<file path="src/rtl/cal_pkg.sv">
package cal_pkg;
  localparam int OFS_CTRL = 0;
  localparam int OFS_DATE = 4;
  localparam int OFS_TIME = 8;

  localparam int CTRL_TIME_BUSY = 8;
  localparam int CTRL_DATE_BUSY = 7;

  localparam int SEC_LSB  = 0;
  localparam int MIN_LSB  = 8;
  localparam int HR_LSB   = 16;
  localparam int DAY_LSB  = 0;
  localparam int MON_LSB  = 8;
  localparam int YEAR_LSB = 16;

  function automatic logic [4:0] days_in_month(input logic [3:0] mon, input logic leap);
    case (mon)
      4'd2:                     days_in_month = leap ? 5'd29 : 5'd28;
      4'd4, 4'd6, 4'd9, 4'd11:  days_in_month = 5'd30;
      default:                  days_in_month = 5'd31;
    endcase
  endfunction
endpackage

</file>
<file path="src/rtl/cal_commit_stage.sv">
module cal_commit_stage #(
  parameter int W     = 32,
  parameter int DELAY = 6
) (
  input  logic         clk,
  input  logic         rst,
  input  logic         wr,
  input  logic [W-1:0] wdata,
  output logic [W-1:0] data,
  output logic         busy,
  output logic         commit
);
  localparam int CNT_W = $clog2(DELAY + 1);
  localparam logic [CNT_W-1:0] LOAD = CNT_W'(DELAY);
  localparam logic [CNT_W-1:0] ONE  = CNT_W'(1);

  logic [CNT_W-1:0] count;

  // A write in the final cycle replaces the commit with a restart.
  assign commit = (count == ONE) && !wr;
  assign busy   = (count != '0);

  always_ff @(posedge clk) begin
    if (rst) begin
      count <= '0;
      data  <= '0;
    end else if (wr) begin
      count <= LOAD;
      data  <= wdata;
    end else if (count != '0) begin
      count <= count - ONE;
    end
  end

  a_r2_busy_after_write: assert property (@(posedge clk) disable iff (rst)
    wr |=> busy);
  a_r5_restart_full_wait: assert property (@(posedge clk) disable iff (rst)
    wr |=> (count == LOAD) && (data == $past(wdata)));
  a_r2_clear_after_commit: assert property (@(posedge clk) disable iff (rst)
    commit |=> !busy);
  a_r5_data_held: assert property (@(posedge clk) disable iff (rst)
    !wr |=> $stable(data));
endmodule

</file>
<file path="src/rtl/cal_time_core.sv">
module cal_time_core (
  input  logic       clk,
  input  logic       rst,
  input  logic       tick,
  input  logic       load,
  input  logic [5:0] load_sec,
  input  logic [5:0] load_min,
  input  logic [4:0] load_hr,
  output logic [5:0] sec,
  output logic [5:0] min,
  output logic [4:0] hr,
  output logic       day_carry
);
  logic sec_wrap, min_wrap, hr_wrap, adv;

  assign sec_wrap  = (sec >= 6'd59);
  assign min_wrap  = (min >= 6'd59);
  assign hr_wrap   = (hr  >= 5'd23);
  assign adv       = tick && !load;
  assign day_carry = adv && sec_wrap && min_wrap && hr_wrap;

  always_ff @(posedge clk) begin
    if (rst) begin
      sec <= '0;
      min <= '0;
      hr  <= '0;
    end else if (load) begin
      sec <= load_sec;
      min <= load_min;
      hr  <= load_hr;
    end else if (tick) begin
      if (!sec_wrap) begin
        sec <= sec + 6'd1;
      end else begin
        sec <= '0;
        if (!min_wrap) begin
          min <= min + 6'd1;
        end else begin
          min <= '0;
          hr  <= hr_wrap ? 5'd0 : hr + 5'd1;
        end
      end
    end
  end

  a_r7_sec_step: assert property (@(posedge clk) disable iff (rst)
    (adv && sec < 6'd59) |=> (sec == $past(sec) + 6'd1) && $stable(min));
  a_r7_sec_wrap: assert property (@(posedge clk) disable iff (rst)
    (adv && sec == 6'd59 && min < 6'd59) |=> (sec == 6'd0) && (min == $past(min) + 6'd1));
  a_r7_hour_wrap: assert property (@(posedge clk) disable iff (rst)
    (adv && sec == 6'd59 && min == 6'd59 && hr == 5'd23) |=> (hr == 5'd0) && (min == 6'd0));
  a_r7_idle_hold: assert property (@(posedge clk) disable iff (rst)
    (!tick && !load) |=> $stable(sec) && $stable(min) && $stable(hr));
endmodule

</file>
<file path="src/rtl/cal_date_core.sv">
module cal_date_core
  import cal_pkg::*;
#(
  parameter int YEAR_W = 6
) (
  input  logic              clk,
  input  logic              rst,
  input  logic              adv,
  input  logic              load,
  input  logic [4:0]        load_day,
  input  logic [3:0]        load_mon,
  input  logic [YEAR_W-1:0] load_year,
  input  logic              load_leap,
  output logic [4:0]        day,
  output logic [3:0]        mon,
  output logic [YEAR_W-1:0] year,
  output logic              leap
);
  localparam logic [YEAR_W-1:0] YEAR_ONE = YEAR_W'(1);

  logic last_day, last_mon, step;

  assign last_day = (day >= days_in_month(mon, leap));
  assign last_mon = (mon >= 4'd12);
  assign step     = adv && !load;

  always_ff @(posedge clk) begin
    if (rst) begin
      day  <= 5'd1;
      mon  <= 4'd1;
      year <= '0;
      leap <= 1'b0;
    end else if (load) begin
      day  <= load_day;
      mon  <= load_mon;
      year <= load_year;
      leap <= load_leap;
    end else if (adv) begin
      if (!last_day) begin
        day <= day + 5'd1;
      end else begin
        day <= 5'd1;
        if (last_mon) begin
          mon  <= 4'd1;
          year <= year + YEAR_ONE;
        end else begin
          mon <= mon + 4'd1;
        end
      end
    end
  end

  a_r8_feb_plain: assert property (@(posedge clk) disable iff (rst)
    (step && mon == 4'd2 && day == 5'd28 && !leap) |=> (day == 5'd1) && (mon == 4'd3));
  a_r8_feb_leap: assert property (@(posedge clk) disable iff (rst)
    (step && mon == 4'd2 && day == 5'd28 && leap) |=> (day == 5'd29) && (mon == 4'd2));
  a_r9_year_step: assert property (@(posedge clk) disable iff (rst)
    (step && mon == 4'd12 && day == 5'd31) |=> (mon == 4'd1) && (year == $past(year) + YEAR_ONE));
  a_r9_leap_kept: assert property (@(posedge clk) disable iff (rst)
    !load |=> $stable(leap));
endmodule

</file>
<file path="src/rtl/cal_clock.sv">
module cal_clock
  import cal_pkg::*;
#(
  parameter int ADDR_W        = 4,
  parameter int COMMIT_CYCLES = 6,
  parameter bit WIDE_YEAR     = 1'b0
) (
  input  logic              clk,
  input  logic              rst,
  input  logic              sec_tick,
  input  logic [ADDR_W-1:0] bus_addr,
  input  logic              bus_we,
  input  logic [31:0]       bus_wdata,
  output logic [31:0]       bus_rdata
);
  localparam int YEAR_W   = WIDE_YEAR ? 8 : 6;
  localparam int LEAP_POS = WIDE_YEAR ? 24 : 22;
  localparam logic [ADDR_W-1:0] A_CTRL = ADDR_W'(OFS_CTRL);
  localparam logic [ADDR_W-1:0] A_DATE = ADDR_W'(OFS_DATE);
  localparam logic [ADDR_W-1:0] A_TIME = ADDR_W'(OFS_TIME);

  logic        we_time, we_date;
  logic [31:0] time_stage, date_stage;
  logic        time_busy, date_busy, time_commit, date_commit;
  logic [5:0]  sec, min;
  logic [4:0]  hr, day;
  logic [3:0]  mon;
  logic [YEAR_W-1:0] year;
  logic        leap, day_carry;
  logic [31:0] time_word, date_word, ctrl_word;
  logic        unused_stage_bits;

  assign we_time = bus_we && (bus_addr == A_TIME);
  assign we_date = bus_we && (bus_addr == A_DATE);
  assign unused_stage_bits = ^{time_stage, date_stage};

  cal_commit_stage #(.W(32), .DELAY(COMMIT_CYCLES)) u_time_stage (
    .clk(clk), .rst(rst), .wr(we_time), .wdata(bus_wdata),
    .data(time_stage), .busy(time_busy), .commit(time_commit)
  );

  cal_commit_stage #(.W(32), .DELAY(COMMIT_CYCLES)) u_date_stage (
    .clk(clk), .rst(rst), .wr(we_date), .wdata(bus_wdata),
    .data(date_stage), .busy(date_busy), .commit(date_commit)
  );

  cal_time_core u_time (
    .clk(clk), .rst(rst), .tick(sec_tick), .load(time_commit),
    .load_sec(time_stage[SEC_LSB +: 6]),
    .load_min(time_stage[MIN_LSB +: 6]),
    .load_hr(time_stage[HR_LSB +: 5]),
    .sec(sec), .min(min), .hr(hr), .day_carry(day_carry)
  );

  cal_date_core #(.YEAR_W(YEAR_W)) u_date (
    .clk(clk), .rst(rst), .adv(day_carry), .load(date_commit),
    .load_day(date_stage[DAY_LSB +: 5]),
    .load_mon(date_stage[MON_LSB +: 4]),
    .load_year(date_stage[YEAR_LSB +: YEAR_W]),
    .load_leap(date_stage[LEAP_POS]),
    .day(day), .mon(mon), .year(year), .leap(leap)
  );

  always_comb begin
    time_word = '0;
    time_word[SEC_LSB +: 6] = sec;
    time_word[MIN_LSB +: 6] = min;
    time_word[HR_LSB +: 5]  = hr;
    date_word = '0;
    date_word[DAY_LSB +: 5]       = day;
    date_word[MON_LSB +: 4]       = mon;
    date_word[YEAR_LSB +: YEAR_W] = year;
    date_word[LEAP_POS]           = leap;
    ctrl_word = '0;
    ctrl_word[CTRL_TIME_BUSY] = time_busy;
    ctrl_word[CTRL_DATE_BUSY] = date_busy;
  end

  always_ff @(posedge clk) begin
    if (rst) begin
      bus_rdata <= '0;
    end else begin
      case (bus_addr)
        A_CTRL:  bus_rdata <= ctrl_word;
        A_DATE:  bus_rdata <= date_word;
        A_TIME:  bus_rdata <= time_word;
        default: bus_rdata <= '0;
      endcase
    end
  end

  a_r11_ctrl_shape: assert property (@(posedge clk) disable iff (rst)
    (bus_addr == A_CTRL) |=> ((bus_rdata & ~32'h0000_0180) == 32'h0));
  a_r4_pending_time_hold: assert property (@(posedge clk) disable iff (rst)
    (time_busy && !time_commit && !sec_tick) |=> $stable(sec) && $stable(min) && $stable(hr));
  a_r4_pending_date_hold: assert property (@(posedge clk) disable iff (rst)
    (date_busy && !date_commit && !day_carry) |=> $stable(day) && $stable(mon) && $stable(year));
  a_r11_ctrl_write_inert: assert property (@(posedge clk) disable iff (rst)
    (bus_we && bus_addr == A_CTRL && !time_busy && !date_busy) |=> !time_busy && !date_busy);
endmodule

</file>
<file path="config.mk">
export PLATFORM = sky130hd
export DESIGN_NAME = cal_clock
export DESIGN_NICKNAME = d
export VERILOG_FILES = /design/src/rtl/cal_pkg.sv /design/src/rtl/cal_commit_stage.sv /design/src/rtl/cal_time_core.sv /design/src/rtl/cal_date_core.sv /design/src/rtl/cal_clock.sv
export SDC_FILE = /design/constraint.sdc
export NUM_CORES = 1
export LEC_CHECK = 0
export BUFFER_PORTS_ARGS = -buffer_cell sky130_fd_sc_hd__buf_2
export CORE_ASPECT_RATIO = 1.2
export CORE_MARGIN = 4
export CORE_UTILIZATION = 56
export CTS_CLUSTER_DIAMETER = 30
export DETAILED_ROUTE_END_ITERATION = 8
export GPL_TIMING_DRIVEN = 1
export PLACE_DENSITY_LB_ADDON = 0.3
export SLEW_MARGIN = 20
export SYNTH_ARGS = -nofsm -noshare
export SYNTH_HDL_FRONTEND = slang
export SYNTH_SLANG_ARGS = --single-unit
</file>
<file path="constraint.sdc">
create_clock -name clk -period 3.5 [get_ports clk]
set_input_delay 0 -clock clk [delete_from_list [all_inputs] [get_ports clk]]
set_output_delay 0 -clock clk [all_outputs]
set_load 0.03 [all_outputs]
</file>
==> Flow_metrics.wiki <==
{| class="wikitable"
! Metric !! Value
|-
| Final non-filler cell total || 699
|-
| Post-Synth XOR/XNOR Area || 0.00591
|-
| Worst-case hold slack || 21.9 ps
|-
| Cell repeated most along the worst path || o21ai_0
|-
| Fmax achieved || 0.348 GHz
|-
| Fraction of the mapped netlist area in adder cells || 0.0445
|-
| Slowest cell on crit path || dfxtp_1
|-
| Kind of critical path || reg -> reg
|-
| Leading cell types in the layout, fill and taps excluded || nand2_1 (96), dfxtp_1 (92), a21oi_1 (47), buf_2 (46), nor2_1 (45)
|-
| Number of buffers inserted by post-CTS setup repair || 0
|-
| Met1 usage || 0.335
|-
| CP required || 3760 ps
|-
| Number of hold-slack violations in the final timing report || 0
|-
| Site Rows || 35
|-
| P&R area growth vs syn || 12.8%
|-
| Final HPWL from detailed placement || 7.61 mm
|-
| Number of DRC markers after the initial detailed-route iteration || 290
|-
| Count of flip-flops with a built-in enable after synthesis || 0
|-
| GRT met3 Usage || 0.0508
|-
| Compound-gate portion of the synthesized area || 0.199
|-
| Gate family responsible for the most delay along the worst path || compound AO/OA/AOI/OAI gates
|-
| Post-synth cell types || 63
|-
| GR Util met2 || 0.386
|-
| Worst setup EP type || register
|-
| Top-Level Pins || 72
|-
| Total routed wirelength || 10.8 mm
|-
| Arrival @ worst endpoint || 3130 ps
|-
| Prevailing post-synth register cell || dfxtp_1
|-
| First drt pass iteration count || 5
|-
| Pin count of the biggest net entering global routing || 44
|-
| Average cell area after synthesis || 8.04 µm²
|-
| Largest family of logic cells by synthesized area || simple AND/OR/NAND/NOR gates
|-
| Unrepaired setup endpoints after global routing || no
|-
| Number of antenna violations at the first check in global routing || 0
|-
| Antenna cells || 0
|-
| Beginning of the critical path || u_date.mon[0]$_SDFFE_PP1P_
|-
| Die Y-Extent || 106 µm
|-
| Area taken by multi-input logic gates || 0.00235 mm²
|-
| Total via count in the routed design || 4083
|-
| Detailed-route DRC error count || 0
|-
| FF+latch area || 0.00184 mm²
|-
| Clock sinks || 92
|-
| Number of buffers on the longest clock path || 2
|-
| Clock tree from TritonCTS || done
|-
| Fraction of layout instances using a drive strength above 1 || 0.132
|-
| Tmin final || 2870 ps
|-
| Worst-path maximum fanout || 14
|-
| Post-synthesis instance area || 0.00444 mm²
|-
| Fillers || 679
|-
| Worst Max-Slew Pin Slew || 804 ps
|-
| Grt total ovfl || 0
|-
| Total design power || 2.39 mW
|-
| Count of warnings emitted by yosys || 0
|-
| Total Routing Usage GR || 0.247
|-
| Hold path startpoint || bus_addr[0]
|-
| Number of nets still failing antenna checks after routing || 0
|-
| Cell Pwr Density || 478 mW/mm²
|-
| Post-synth ARST share || 0
|-
| Leading cell type in the layout, fill and taps excluded || nand2_1
|-
| Maximum level of the CTS H-tree || 3
|-
| Critical path startpoint category || register
|-
| Highest ir drop seen on vdd || 0.368 mV
|-
| Initial Util || 0.577
|-
| Sum of buffers and inverters on the critical path || 1
|-
| First-pass GRT wire length || 18.3 mm
|-
| FF-to-FF Start || u_date.mon[0]$_SDFFE_PP1P_
|-
| Core Footprint || 0.00771 mm²
|-
| Seq/Total Area, Yosys || 0.414
|-
| Ratio of final minimum period to clock period || 0.820
|-
| Kind of path behind the tightest hold check || in -> reg
|-
| Layer carrying the most global-route usage || met2
|-
| Number of gates given a new drive strength after cts || 0
|-
| Number of storage elements in the synthesis netlist || 92
|-
| Final count of pins violating max slew || 0
|-
| Setup total negative slack || 0 ps
|-
| Clk_skew || 10.0 ps
|-
| Cts-stage hold buffer count || 19
|-
| Mux cell area share after synthesis || 0.0138
|-
| Post-synthesis cell count || 553
|-
| Leakage dissipation || 2.00 nW
|-
| Number of buffers created by CTS || 9
|-
| Final-report setup violation count || 0
|-
| Avg Vias per Cell || 5.84
|-
| Library cell used as clock root buffer || clkbuf_8
|-
| Number of nets in the final layout || 657
|-
| Max-Cap Viols || 0
|-
| Clock transition at path regs || 90 ps
|-
| Number of instances in the placed design || 664
|-
| Vias in the first global route || 3847
|-
| Floorplan die area || 0.00943 mm²
|-
| Worst rel slew slack || 0.464
|-
| Clk Latency, worst-skew pair || 370 ps
|-
| Routed wirelength normalized by instance count || 15.5 µm
|-
| GPL Wtd Cong || 0.943
|-
| Worst path max stage delay || 470 ps
|-
| CP cell instances || inv_1 > ha_1 > o21ai_0 > o21ai_0 > o21ai_0 > ha_1 > nand2b_1 > a31o_2 > and3_1 > a21o_1 > a32o_1
|-
| Result of the run || finished clean
|-
| Die width || 89.3 µm
|-
| Synthesized-area fraction occupied by and/or/nand/nor cells || 0.253
|-
| Port Buffers || 46
|}
[cell type report]
| cell class | instances | area share |
|---|---|---|
| clock buffers | 9 | 0.0247 |
| clock inverters | 7 | 0.00973 |
| inverters | 19 | 0.0142 |
| multi-input cells | 409 | 0.468 |
| repair buffers | 71 | 0.0928 |
| flip-flops and latches | 92 | 0.367 |
| well taps | 92 | 0.0230 |
[flip-flops by register name, summed over array words and instances (netlist names)]
| signal | count |
|---|---|
| u_date.year | 6 |
| bus_rdata | 20 |
| u_date_stage.data | 16 |
| u_time.min | 6 |
| u_time_stage.data | 17 |
| u_time_stage.count | 3 |
| u_time.hr | 5 |
| u_time.sec | 6 |
| u_date.day | 5 |
| u_date.leap | 1 |
| u_date_stage.count | 3 |
| u_date.mon | 4 |
[metrics by stage]
stage,instance area (µm²),worst slack [ps],util
floorplan,4490,1040,-
global placement,4650,744,0.603
detailed placement,4650,684,0.603
CTS,5010,646,0.650
global route,5010,370,0.650
finish,5010,630,0.650
[power by group]
group / internal [mW] / switching, mW
Clock: 0.262 / 0.383
Combinational: 0.204 / 0.303
Sequential: 1.12 / 0.121
Total: 1.59 / 0.808
[cell usage after synthesis (all sizes together) (5+ instances only)]
master  count  area share
a211oi      8       0.014
ha         15       0.042
and3       15       0.021
a22oi      13       0.022
inv        19       0.016
nor3       24       0.028
dfxtp      92        0.41
nand2      96       0.081
nand3      22       0.026
nand4       5      0.0070
nor3b       5      0.0084
mux2i       5       0.011
a21oi      47       0.053
o21ai      20       0.023
nor2       47       0.040
o211ai      7       0.012
buf        22       0.033
a311oi      6       0.013
clkbuf     22       0.019
[worst min-delay path: cells and delay by family]
kind / cells / cell delay, ps
AND/OR/NAND/NOR: 2 / 220
buffers and inverters: 1 / 120
[cell families after synthesis]
group,after synthesis
AO/OA/AOI/OAI,132
XOR/XNOR,3
adder cells (fa/ha/maj),16
buffers and inverters,63
flip-flops,92
multiplexers,6
other,1
AND/OR/NAND/NOR,240
[metal layers]
metal / vias to the layer above / share of wire / wire length (µm)
li1: 2040 / - / -
met1: 1889 / 0.45 / 4850
met2: 135 / 0.47 / 5120
met3: 19 / 0.058 / 630
met4: 0 / 0.020 / 220
met5: - / 0 / 0
[worst paths after layout]
kind                                       end  slack (ps)  cells after the start
max                 u_date.mon[2]$_SDFFE_PP0P_         630                     11
min                    bus_rdata[7]$_SDFF_PP0_          20                      3
max reg2reg         u_date.mon[2]$_SDFFE_PP0P_         630                     11
min reg2reg  u_date_stage.data[3]$_SDFFE_PP0P_         460                      2
Power figures use the tool's default switching activity.
